$ cat config.mk
export PLATFORM = sky130hd
export DESIGN_NAME = bsc_chain
export DESIGN_NICKNAME = d
export VERILOG_FILES = /design/src/rtl/bsc_pkg.sv /design/src/rtl/bsc_ctrl.sv /design/src/rtl/bsc_datapath.sv /design/src/rtl/bsc_chain.sv
export SDC_FILE = /design/constraint.sdc
export NUM_CORES = 1
export LEC_CHECK = 0
export BUFFER_PORTS_ARGS = -buffer_cell sky130_fd_sc_hd__buf_2
export CORE_MARGIN = 4
export CORE_UTILIZATION = 40
export CTS_CLUSTER_DIAMETER = 150
export DETAILED_ROUTE_END_ITERATION = 10
export PLACE_DENSITY = 0.71
export SLEW_MARGIN = 20
export SYNTH_ARGS = -nofsm -noshare
export SYNTH_HDL_FRONTEND = slang
export SYNTH_SLANG_ARGS = --single-unit
$ cat constraint.sdc
create_clock -name tck -period 1.3 [get_ports tck]
set_clock_uncertainty 0.1 [all_clocks]
set_input_delay 0.26 -clock tck [delete_from_list [all_inputs] [get_ports tck]]
set_output_delay 0.26 -clock tck [all_outputs]
set_load 0.02 [all_outputs]
$ cat src/rtl/bsc_pkg.sv
package bsc_pkg;

  typedef enum logic [1:0] {
    MODE_FUNC   = 2'b00,
    MODE_SAMPLE = 2'b01,
    MODE_EXT    = 2'b10,
    MODE_INT    = 2'b11
  } scanMode_e;

  typedef struct packed {
    logic capEn;
    logic shiftEn;
    logic updEn;
    logic padFromLatch;
    logic coreFromLatch;
  } cellCtl_t;

endpackage

$ cat src/rtl/bsc_ctrl.sv
module bsc_ctrl
  import bsc_pkg::*;
(
  input  logic [1:0] modeSel,
  input  logic       captureDr,
  input  logic       shiftDr,
  input  logic       updateDr,
  output cellCtl_t   ctl
);

  scanMode_e mode;
  logic      active;

  assign mode   = scanMode_e'(modeSel);
  assign active = (mode != MODE_FUNC);

  always_comb begin
    ctl.capEn         = active & captureDr;
    ctl.shiftEn       = active & shiftDr & ~captureDr;
    ctl.updEn         = active & updateDr;
    ctl.padFromLatch  = (mode == MODE_EXT) || (mode == MODE_INT);
    ctl.coreFromLatch = (mode == MODE_INT);
  end

endmodule

$ cat src/rtl/bsc_datapath.sv
module bsc_datapath
  import bsc_pkg::*;
#(
  parameter int NI = 3,
  parameter int NO = 2
) (
  input  logic                   tck,
  input  logic                   rstN,
  input  cellCtl_t               ctl,
  input  logic                   tdi,
  input  logic [NI-1:0]          padIn,
  input  logic [NO-1:0]          coreTx,
  input  logic [NO-1:0]          coreTxEn,
  output logic [NI-1:0]          coreRx,
  output logic [NO-1:0]          padOut,
  output logic [NO-1:0]          padOutEn,
  output logic                   tdo,
  output logic [NI+2*NO-1:0]     shiftQ,
  output logic [NI+2*NO-1:0]     updQ
);

  localparam int LEN = NI + 2 * NO;

  logic [LEN-1:0] capVec;
  logic [LEN-1:0] shiftNext;

  for (genvar k = 0; k < NI; k++) begin : g_inCell
    assign capVec[k] = padIn[k];
    assign coreRx[k] = ctl.coreFromLatch ? updQ[k] : padIn[k];
  end

  for (genvar j = 0; j < NO; j++) begin : g_outCell
    localparam int DATA_IDX = NI + 2 * j;
    localparam int CTRL_IDX = NI + 2 * j + 1;
    assign capVec[DATA_IDX] = coreTx[j];
    assign capVec[CTRL_IDX] = coreTxEn[j];
    assign padOut[j]   = ctl.padFromLatch ? updQ[DATA_IDX] : coreTx[j];
    assign padOutEn[j] = ctl.padFromLatch ? updQ[CTRL_IDX] : coreTxEn[j];
  end

  assign shiftNext = {shiftQ[LEN-2:0], tdi};

  always_ff @(posedge tck or negedge rstN) begin
    if (!rstN)            shiftQ <= '0;
    else if (ctl.capEn)   shiftQ <= capVec;
    else if (ctl.shiftEn) shiftQ <= shiftNext;
  end

  always_ff @(negedge tck or negedge rstN) begin
    if (!rstN)          updQ <= '0;
    else if (ctl.updEn) updQ <= shiftQ;
  end

  assign tdo = shiftQ[LEN-1];

endmodule

$ cat src/rtl/bsc_chain.sv
module bsc_chain
  import bsc_pkg::*;
#(
  parameter int IN_PINS  = 3,
  parameter int OUT_PINS = 2
) (
  input  logic                tck,
  input  logic                rstN,
  input  logic [1:0]          modeSel,
  input  logic                captureDr,
  input  logic                shiftDr,
  input  logic                updateDr,
  input  logic                tdi,
  input  logic [IN_PINS-1:0]  padIn,
  output logic [IN_PINS-1:0]  coreRx,
  input  logic [OUT_PINS-1:0] coreTx,
  input  logic [OUT_PINS-1:0] coreTxEn,
  output logic [OUT_PINS-1:0] padOut,
  output logic [OUT_PINS-1:0] padOutEn,
  output logic                tdo
);

  localparam int CHAIN_LEN = IN_PINS + 2 * OUT_PINS;

  cellCtl_t             ctl;
  logic [CHAIN_LEN-1:0] shiftQ;
  logic [CHAIN_LEN-1:0] updQ;

  bsc_ctrl u_ctrl (
    .modeSel   (modeSel),
    .captureDr (captureDr),
    .shiftDr   (shiftDr),
    .updateDr  (updateDr),
    .ctl       (ctl)
  );

  bsc_datapath #(.NI(IN_PINS), .NO(OUT_PINS)) u_dp (
    .tck      (tck),
    .rstN     (rstN),
    .ctl      (ctl),
    .tdi      (tdi),
    .padIn    (padIn),
    .coreTx   (coreTx),
    .coreTxEn (coreTxEn),
    .coreRx   (coreRx),
    .padOut   (padOut),
    .padOutEn (padOutEn),
    .tdo      (tdo),
    .shiftQ   (shiftQ),
    .updQ     (updQ)
  );

endmodule

Yosys cells after proc, flatten, opt, wreduce, memory -nomap -nowiden
Cells that the tools add are included.
{ "totals": {"ff_bits": 14, "latch_bits": 0, "ramBits": 0, "mem_bits_ro": 0, "input_bits": 15, "out_inout_bits": 8, "elab_cells": 21, "n_memories": 0} }
{ "op_classes": {"addsub": 0, "n_mul": 0, "div": 0, "magnitude_cmp": 0, "n_eq_ne": 2, "n_shift": 0, "muxes": 9, "bitwise_logic": 5, "reduce_logical": 3} }
{ "op_table": {"columns": ["op", "count"], "rows": [
  ["two-way mux 7 bit", 2],
  ["two-way mux 1 bit", 7],
  ["AND 1 bit", 4],
  ["equality test 2 bit (second input constant)", 2],
  ["nonzero test 2 bit", 2],
  ["logical OR 1 bit", 1],
  ["NOT 1 bit", 1]
]} }

Depth between registers and ports, before layout
Gate-level depths: netlist of the first run.
{ "depth": {"depth_word": 5, "ltp_mapped": 4, "ltp_nobuf": 2} }

Cells and area by module
From an unflattened synthesis of the first run, not the netlist that was laid out.
{ "unflattened": {"hier_cells": 59, "area_unflattened_um2": 743.2} }
{ "modules_own_cells": {"columns": ["mod", "n_inst", "cells_each", "area_per_inst_um2", "seq_area_each_um2"], "rows": [
  ["bsc_datapath", 1, 53, 703.2, 350.3],
  ["bsc_ctrl", 1, 6, 40.0, 0.0]
]} }

==> impl_metrics.ini, run 1 <==
[finish]
antennaDiodeCount = 0
post-route-util = 0.677
post_route_cells_drive_above_1_share = 0.798
fillCellCount = 142
final_area_mm2 = 0.00118
areaGrowthSynthToFinish_pct = 59.5
net_count_reported_at_finish = 105

[routing]
drtIter0Drc = 1
routed_wire_length_per_instance_um = 16.3
routed_wl_um = 1860
first_pass_iters = 4
vias_after_detailed_routing = 544
drc = 0
antenna_left = 0
routed_via_density = 4.77

[synthesis]
netlist_instances = 48
postSynthRegisterBits = 14
yosys_top_cell_by_area = mux2_2
synth-seq-area-share = 0.473
mappedNetlistArea_um2 = 741
ys_warn_count = 0
synth.avg_cell_area_um2 = 15.4
synth_top_area_share = 0.319
synthTopCellsByArea = mux2_2 32%, dfrtn_1 24%, dfrtp_1 24%, mux2_4 14%, buf_6 3.0%
synth_nets = 63
synth.distinct_cells = 9

[job]
max_cap_viol_count = 0

[critical_path]
cp_data_required_time_ps = 940
critPathCaptureType = output port
rr_worst_depth = 1
cp-start-kind = register
cp_cell_sequence = mux2_4, buf_6
arrival_time_at_the_worst_endpoint_ps = 1710
r2r_start = u_dp.shiftQ[6]
critPathBufInv = 1
crit_path_start = u_dp.updQ[5]
crit_type = register to output port
setup_slack_on_the_worst_flop_to_flop_path_ps = -270
timing.critical_path.slowest_stage_cell = dfrtn_1
timing.critical_path.max_delay_family = flip-flops
critPathMaxFanout = 2
cp.depth = 2
timing.critical_path.to = padOut[1]
largest_stage_delay_worst_path_ps = 370
r2r_end = u_dp.updQ[6]

[power]
power.internal_mw = 1.15
vdd_ir_drop_max_mv = 0.828
power.leakage_nw = 0.599
seq_power_share = 0.386
share_comb_of_total_power = 0.416
power.density_cell_area_mw_per_mm2 = 1340
clock_power_share = 0.198
swShare = 0.273
power_switching_mw = 0.434

[grt]
grt_remaining_overflow = 0
first_global_vias = 636
largest_net_degree_at_the_start_of_global_routing = 10
grt_pass1_wl_um = 3020
grt_antenna_before_repair = 0
globalRouteTotalUtil = 0.162

[placed_design]
hpwlAfterDp_um = 1170
gp_routability_congestion = 0.759
buffer_ports.inserted = 22
dpl-instance-area_um2 = 968

[clock_network]
clock_tree_buf_depth = 2
worst_setup_hold_path_clk_slew_ps = 90
clock-sinks = 14
cts-root-buf = clkbuf_4
tritoncts = done
clkLatencyLatePin_ps = 280
cts_buffers = 3
ctsHtreeMaxLevel = 1

[sta]
final_hold_viol_count = 0
final-max-slew-violation-count = 0
fin_ws_ps = -769
setup_violations = 16
timing.max_slew.rel_slack = 0.675
rsz0062_at_grt = true
tightest_slew_ps = 487

[die]
floorplan.initialDensity = 0.424
floorplan.die.height_um = 51.0
coreArea_mm2 = 0.00175
placement_rows = 15
die_x_um = 51.0
area_of_the_die_mm2 = 0.00260
ios = 23

[outcome]
run_status = finished, violations left
violations = negative setup slack

[worst_hold_path]
hold_class = input port to register
[how the worst min path moves through the flow]
stage          cells after the start  slack (ps)              to  from
3_5_place_dp                       1          60  u_dp.shiftQ[2]  rstN
3_3_place_gp                       1          50  u_dp.shiftQ[1]  rstN
4_1_cts                            1         240    u_dp.updQ[2]  rstN
2_1_floorplan                      0        -140  u_dp.shiftQ[0]  rstN
6_report                           3         240  u_dp.shiftQ[0]   tdi
5_1_grt                            1         240    u_dp.updQ[2]  rstN
[cells in the mapped netlist, drive strengths merged]
| library cell | instances |
|---|---|
| dfrtp | 7 |
| o22a | 1 |
| dfrtn | 7 |
| nand2 | 1 |
| mux2 | 28 |
| buf | 3 |
| o21ai | 1 |
[power groups by stage]
stage	Sequential (mW)	Clock, mW	Combinational (mW)
global route	0.624	0.341	0.699
CTS	0.608	0.320	0.613
detailed placement	0.609	0	0.482
floorplan	0.607	0	0.293
finish	0.613	0.314	0.660
global placement	0.608	0	0.467
[cell type report]
| class | count | area (um^2) | share of cell area |
|---|---|---|---|
| Sequential cell | 14 | 350 | 0.297 |
| Clock buffer | 4 | 36.3 | 0.0307 |
| Multi-Input combinational cell | 31 | 419 | 0.355 |
| Tap cell | 25 | 31.3 | 0.0265 |
| Timing Repair Buffer | 40 | 344 | 0.291 |
[sequential cells by signal, summed over array words and instances, names as in the netlist]
signal       cells
u_dp.shiftQ      7
u_dp.updQ        7
[kinds of logic after synthesis]
group | count (synthesis) | share of synthesized area
multiplexers | 28 | 0.461
flip-flops | 14 | 0.473
buffers and inverters | 3 | 0.0372
AO/OA/AOI/OAI | 2 | 0.0237
AND/OR/NAND/NOR | 1 | 0.00506
[stage by stage]
| step | setup WS (ps) | hold slack [ps] | TNS, ps | cells | total power, mW |
|---|---|---|---|---|---|
| after floorplan | -534 | -136 | -6060 | 48 | 0.900 |
| after global placement | -616 | 53.7 | -9340 | 103 | 1.08 |
| after detailed placement | -648 | 61.0 | -9580 | 103 | 1.09 |
| after CTS | -753 | 245 | -7120 | 111 | 1.54 |
| after global routing | -797 | 245 | -7660 | 114 | 1.66 |
| final | -769 | 242 | -7310 | 114 | 1.59 |
[tightest hold or removal path, stage by stage]
cell    delay, ps
buf_2          70
mux2_2        130
mux2_4        130
[metal layers]
layer | track usage | up-vias | part of all wire
met3 | 0.0437 | 4 | 0.058
met1 | 0.201 | 263 | 0.43
met4 | 0.0628 | 0 | 0.014
met2 | 0.266 | 21 | 0.50
met5 | 0 | - | 0
li1 | - | 256 | -
[cell usage in the layout, fill, tap and decap left out, drive strengths merged]
cell and count:
dlygate4sd3 2, dfrtp 7, nand2 1, dfrtn 7, o22a 1, buf 38, clkbuf 4, mux2 28
o21ai 1
[what timing repair did]
action                                 CTS  global route
hold buffers                             2             0
gates resized for setup                 31             3
pin swaps                                1             1
endpoints found under the hold margin    5             0
buffers inserted                         3             4
setup endpoints to repair               15            15
Note: power is estimated with default switching activity, not from simulation.
==> run 2, diff against run 1 <==
==> constraint.sdc (replaced) <==
create_clock -name tck -period 2.45 [get_ports tck]
set_clock_uncertainty 0.1 [all_clocks]
set_input_delay 0 -clock tck [delete_from_list [all_inputs] [get_ports tck]]
set_output_delay 0 -clock tck [all_outputs]
set_load 0.02 [all_outputs]
==> impl_metrics.ini, run 2 (synthesized netlist as in run 1, its figures left out) <==
[outcome]
run_status = complete, no violations

[clock_network]
clkLatencyLatePin_ps = 280
cts-root-buf = clkbuf_4
worst_setup_hold_path_clk_slew_ps = 90
ctsHtreeMaxLevel = 1
clock-sinks = 14
post_cts_buffers = 0
clock_tree_buf_depth = 2
ctsHoldBuffers = 8
post_cts_gate_resize_count = 0
tritoncts = done
cts_buffers = 3

[routing]
drc = 0
routed_wl_um = 1520
antenna_left = 0
vias_after_detailed_routing = 495
first_pass_iters = 4
routed_via_density = 4.67
drtIter0Drc = 8
routed_wire_length_per_instance_um = 14.3

[critical_path]
critPathMaxFanout = 2
timing.critical_path.slowest_stage_cell = dfrtn_1
setup_slack_on_the_worst_flop_to_flop_path_ps = 290
cp.depth = 2
timing.critical_path.max_delay_family = flip-flops
crit_type = register to output port
critPathCaptureType = output port
largest_stage_delay_worst_path_ps = 360
crit_path_start = u_dp.updQ[2]
cp-start-kind = register
critPathBufInv = 1
cp_data_required_time_ps = 2350
timing.critical_path.to = coreRx[2]
r2r_start = u_dp.shiftQ[2]
r2r_end = u_dp.updQ[2]
cp_cell_sequence = mux2_2, buf_2
rr_worst_depth = 1
arrival_time_at_the_worst_endpoint_ps = 2280

[placed_design]
dpl-instance-area_um2 = 862
gp_routability_congestion = 0.708
buffer_ports.inserted = 22
hpwlAfterDp_um = 1070
placed_cells_incl_taps = 93

[grt]
globalRouteTotalUtil = 0.132
grt_pass1_wl_um = 2500
grt_remaining_overflow = 0
largest_net_degree_at_the_start_of_global_routing = 15
first_global_vias = 546
grt_antenna_before_repair = 0

[worst_hold_path]
hold_class = input port to asynchronous set/reset pin

[die]
area_of_the_die_mm2 = 0.00260
placement_rows = 15
ios = 23
die_x_um = 51.0
floorplan.initialDensity = 0.424
floorplan.die.height_um = 51.0
coreArea_mm2 = 0.00175

[finish]
antennaDiodeCount = 0
reg.largest.list = u_dp.shiftQ: 7 flops, u_dp.updQ: 7 flops
net_count_reported_at_finish = 97
areaGrowthSynthToFinish_pct = 32.1
finish.cell_count_without_fillers = 106
total_area_of_multi_input_combinational_cells_um2 = 363
seqCellArea_um2 = 350
final_area_um2 = 978
leading_cell_types_in_the_layout_fill_and_taps_excluded = 22 x buf_2, 21 x mux2_2, 9 x dlygate4sd3_1
fillCellCount = 149
post_route_cells_drive_above_1_share = 0.679
mostFrequentLayoutCell = buf_2
post-route-util = 0.561

[power]
power.density_cell_area_mw_per_mm2 = 689
design_power_total_mw = 0.674
vdd_ir_drop_max_mv = 0.356
power.leakage_nw = 0.459

[sta]
setup_violations = 0
timing.max_slew.rel_slack = 0.670
tightest_slew_ps = 495
final_hold_viol_count = 0
final-max-slew-violation-count = 0
tns_ps = 0
rsz0062_at_grt = false

[job]
max_cap_viol_count = 0
## run 2: cell types whose count changed in the layout (fill, tap and decap cells not counted), sizes merged
cell	change
buf	-15
dlygate4sd3	+7
## run 2: how the worst min path moves through the flow
| stage | from | endpoint | slack (ps) | cells past startpoint |
|---|---|---|---|---|
| final | rstN | u_dp.shiftQ[1] | 40 | 2 |
| after global routing | rstN | u_dp.shiftQ[3] | 60 | 2 |
| after CTS | coreTx[0] | u_dp.shiftQ[3] | 1 | 3 |
| after detailed placement | rstN | u_dp.shiftQ[4] | -180 | 1 |
| after global placement | rstN | u_dp.shiftQ[4] | -190 | 1 |
| after floorplan | rstN | u_dp.shiftQ[0] | -400 | 0 |
## run 2: report_power, final
group / leakage, nW / total [mW] / switching [mW] / internal (mW)
Combinational: 0.279 / 0.211 / 0.0859 / 0.125
Clock: 0.0150 / 0.137 / 0.0744 / 0.0630
Sequential: 0.164 / 0.325 / 0.0346 / 0.291
## run 2: cell type report
cell class | count | area share
clock buffer | 4 | 0.0269
sequential | 14 | 0.358
timing repair buffer | 32 | 0.212
multi-input combinational | 31 | 0.371
tap | 25 | 0.0320
## run 2: per-stage QoR
stage	worst slack, ps	hold slack (ps)
floorplan	216	-396
global placement	139	-193
detailed placement	102	-183
CTS	69.3	1.19
global route	29.6	59.2
finish	70.2	44.0
## run 2: per-layer routing
| metal | vias to the layer above | track usage | part of all wire |
|---|---|---|---|
| met5 | - | 0 | 0 |
| met4 | 0 | 0.0673 | 0.0059 |
| met3 | 2 | 0.0262 | 0.049 |
| met2 | 16 | 0.215 | 0.46 |
| met1 | 233 | 0.166 | 0.48 |
| li1 | 244 | - | - |
==> run 3, diff against run 2 <==
- CORE_UTILIZATION: 40 -> 35
- PLACE_DENSITY: 0.71 -> 0.64
==> impl_metrics.ini, run 3 (synthesized netlist as in run 1, its figures left out) <==
[outcome]
run_status = complete, no violations

[critical_path]
critPathCaptureType = output port
arrival_time_at_the_worst_endpoint_ps = 2270
r2r_end = u_dp.updQ[2]
largest_stage_delay_worst_path_ps = 350
critPathMaxFanout = 2
crit_path_start = u_dp.updQ[1]
rr_worst_depth = 1
setup_slack_on_the_worst_flop_to_flop_path_ps = 290
r2r_start = u_dp.shiftQ[2]
cp-start-kind = register
cp_data_required_time_ps = 2350
cp_cell_sequence = mux2_2, buf_2
crit_type = register to output port
timing.critical_path.slowest_stage_cell = dfrtn_1

[die]
area_of_the_die_mm2 = 0.00292
floorplan.initialDensity = 0.374
ios = 23
coreArea_mm2 = 0.00198
floorplan.die.height_um = 54.0
die_x_um = 54.0
placement_rows = 16

[worst_hold_path]
hold_class = input port to register
min-delay-start = padIn[1]
min_delay_worst_endpoint = u_dp.shiftQ[1]
number_of_cells_on_the_worst_hold_path = 3

[sta]
timing.max_slew.rel_slack = 0.672
setup_violations = 0
tightest_slew_ps = 491
final-max-slew-violation-count = 0
timing.hold.ws_ps = 12.0
rsz0062_at_grt = false
final_hold_viol_count = 0
tns_ps = 0

[finish]
net_count_reported_at_finish = 96
areaGrowthSynthToFinish_pct = 31.1
antennaDiodeCount = 0
post_route_cells_drive_above_1_share = 0.688
mostFrequentLayoutCell = buf_2
reg.largest.list = u_dp.shiftQ: 7 flops, u_dp.updQ: 7 flops
leading_cell_types_in_the_layout_fill_and_taps_excluded = 22 x buf_2, 21 x mux2_2, 8 x dlygate4sd3_1

[power]
vdd_ir_drop_max_mv = 0.227
design_power_total_mw = 0.672
power.leakage_nw = 0.454
power.density_cell_area_mw_per_mm2 = 692

[grt]
grt_pass1_wl_um = 2280
globalRouteTotalUtil = 0.114
grt_remaining_overflow = 0
grt_antenna_before_repair = 0
largest_net_degree_at_the_start_of_global_routing = 15
first_global_vias = 498

[placed_design]
buffer_ports.inserted = 22
hpwlAfterDp_um = 1040
gp_routability_congestion = 0.684

[clock_network]
ctsHtreeMaxLevel = 1
cts-root-buf = clkbuf_4
post_cts_gate_resize_count = 0
tritoncts = done
clock_tree_buf_depth = 2
cts_buffers = 3
worst_setup_hold_path_clk_slew_ps = 90
clkLatencyLatePin_ps = 280
clock-sinks = 14

[job]
max_cap_viol_count = 0

[routing]
met2WireLength_um = 631
drtIter0Drc = 2
antenna_left = 0
routed_wire_length_per_instance_um = 13.3
vias_after_detailed_routing = 510
routed_wl_um = 1430
met3WireLength_um = 74
drc = 0
first_pass_iters = 2
top_layer = met4
routed_via_density = 4.77
detail_route.wirelength.met1_um = 672
## run 3: changes by cell type in the layout (fill, tap and decap cells not counted)
| cell | change |
|---|---|
| dlygate4sd3_1 | -1 |
## run 3: where the power goes
group / leakage (nW) / internal [mW] / total (mW) / switching (mW)
combinational: 0.275 / 0.124 / 0.208 / 0.0837
sequential: 0.164 / 0.291 / 0.325 / 0.0346
clock: 0.0150 / 0.0632 / 0.139 / 0.0754
total: 0.454 / 0.478 / 0.672 / 0.194
## run 3: per-layer routing
metal	up-vias	global-route usage
met5	-	0
met4	0	0.0871
met3	4	0.0249
met2	14	0.169
met1	255	0.141
li1	237	-
## run 3: layout make-up
cell class / count / area (um^2)
Fill cell: 177 / 1010
Multi-Input combinational cell: 31 / 363
Sequential cell: 14 / 350
Timing Repair Buffer: 31 / 198
Tap cell: 27 / 33.8
Clock buffer: 4 / 26.3
## run 3: per-stage QoR
| stage | setup slack [ps] | cells | area [um^2] | utilization |
|---|---|---|---|---|
| floorplan | 216 | 48 | 741 | - |
| global placement | 143 | 95 | 865 | 0.436 |
| detailed placement | 117 | 95 | 865 | 0.436 |
| CTS | 74.9 | 107 | 971 | 0.490 |
| global route | 31.1 | 107 | 971 | 0.490 |
| finish | 84.1 | 107 | 971 | 0.490 |
## run 3: what timing repair did
item                                   4_1_cts  5_1_grt
setup buffers                                0        0
endpoints found under the hold margin       13        0
hold buffers                                 8        0
## run 3: how the worst max path moves through the flow
stage / to / cells after the start / slack [ps]
2_1_floorplan: u_dp.updQ[0] / 3 / 220
3_5_place_dp: u_dp.updQ[5] / 3 / 120
5_1_grt: coreRx[1] / 2 / 30
3_3_place_gp: u_dp.updQ[0] / 3 / 140
4_1_cts: coreRx[1] / 2 / 70
6_report: coreRx[1] / 2 / 80
## run 3: worst max-delay path: cells and delay by family (launching register included)
kind | cells | cell delay [ps]
flops | 1 | 350
mux | 1 | 250
buf+inv | 1 | 160
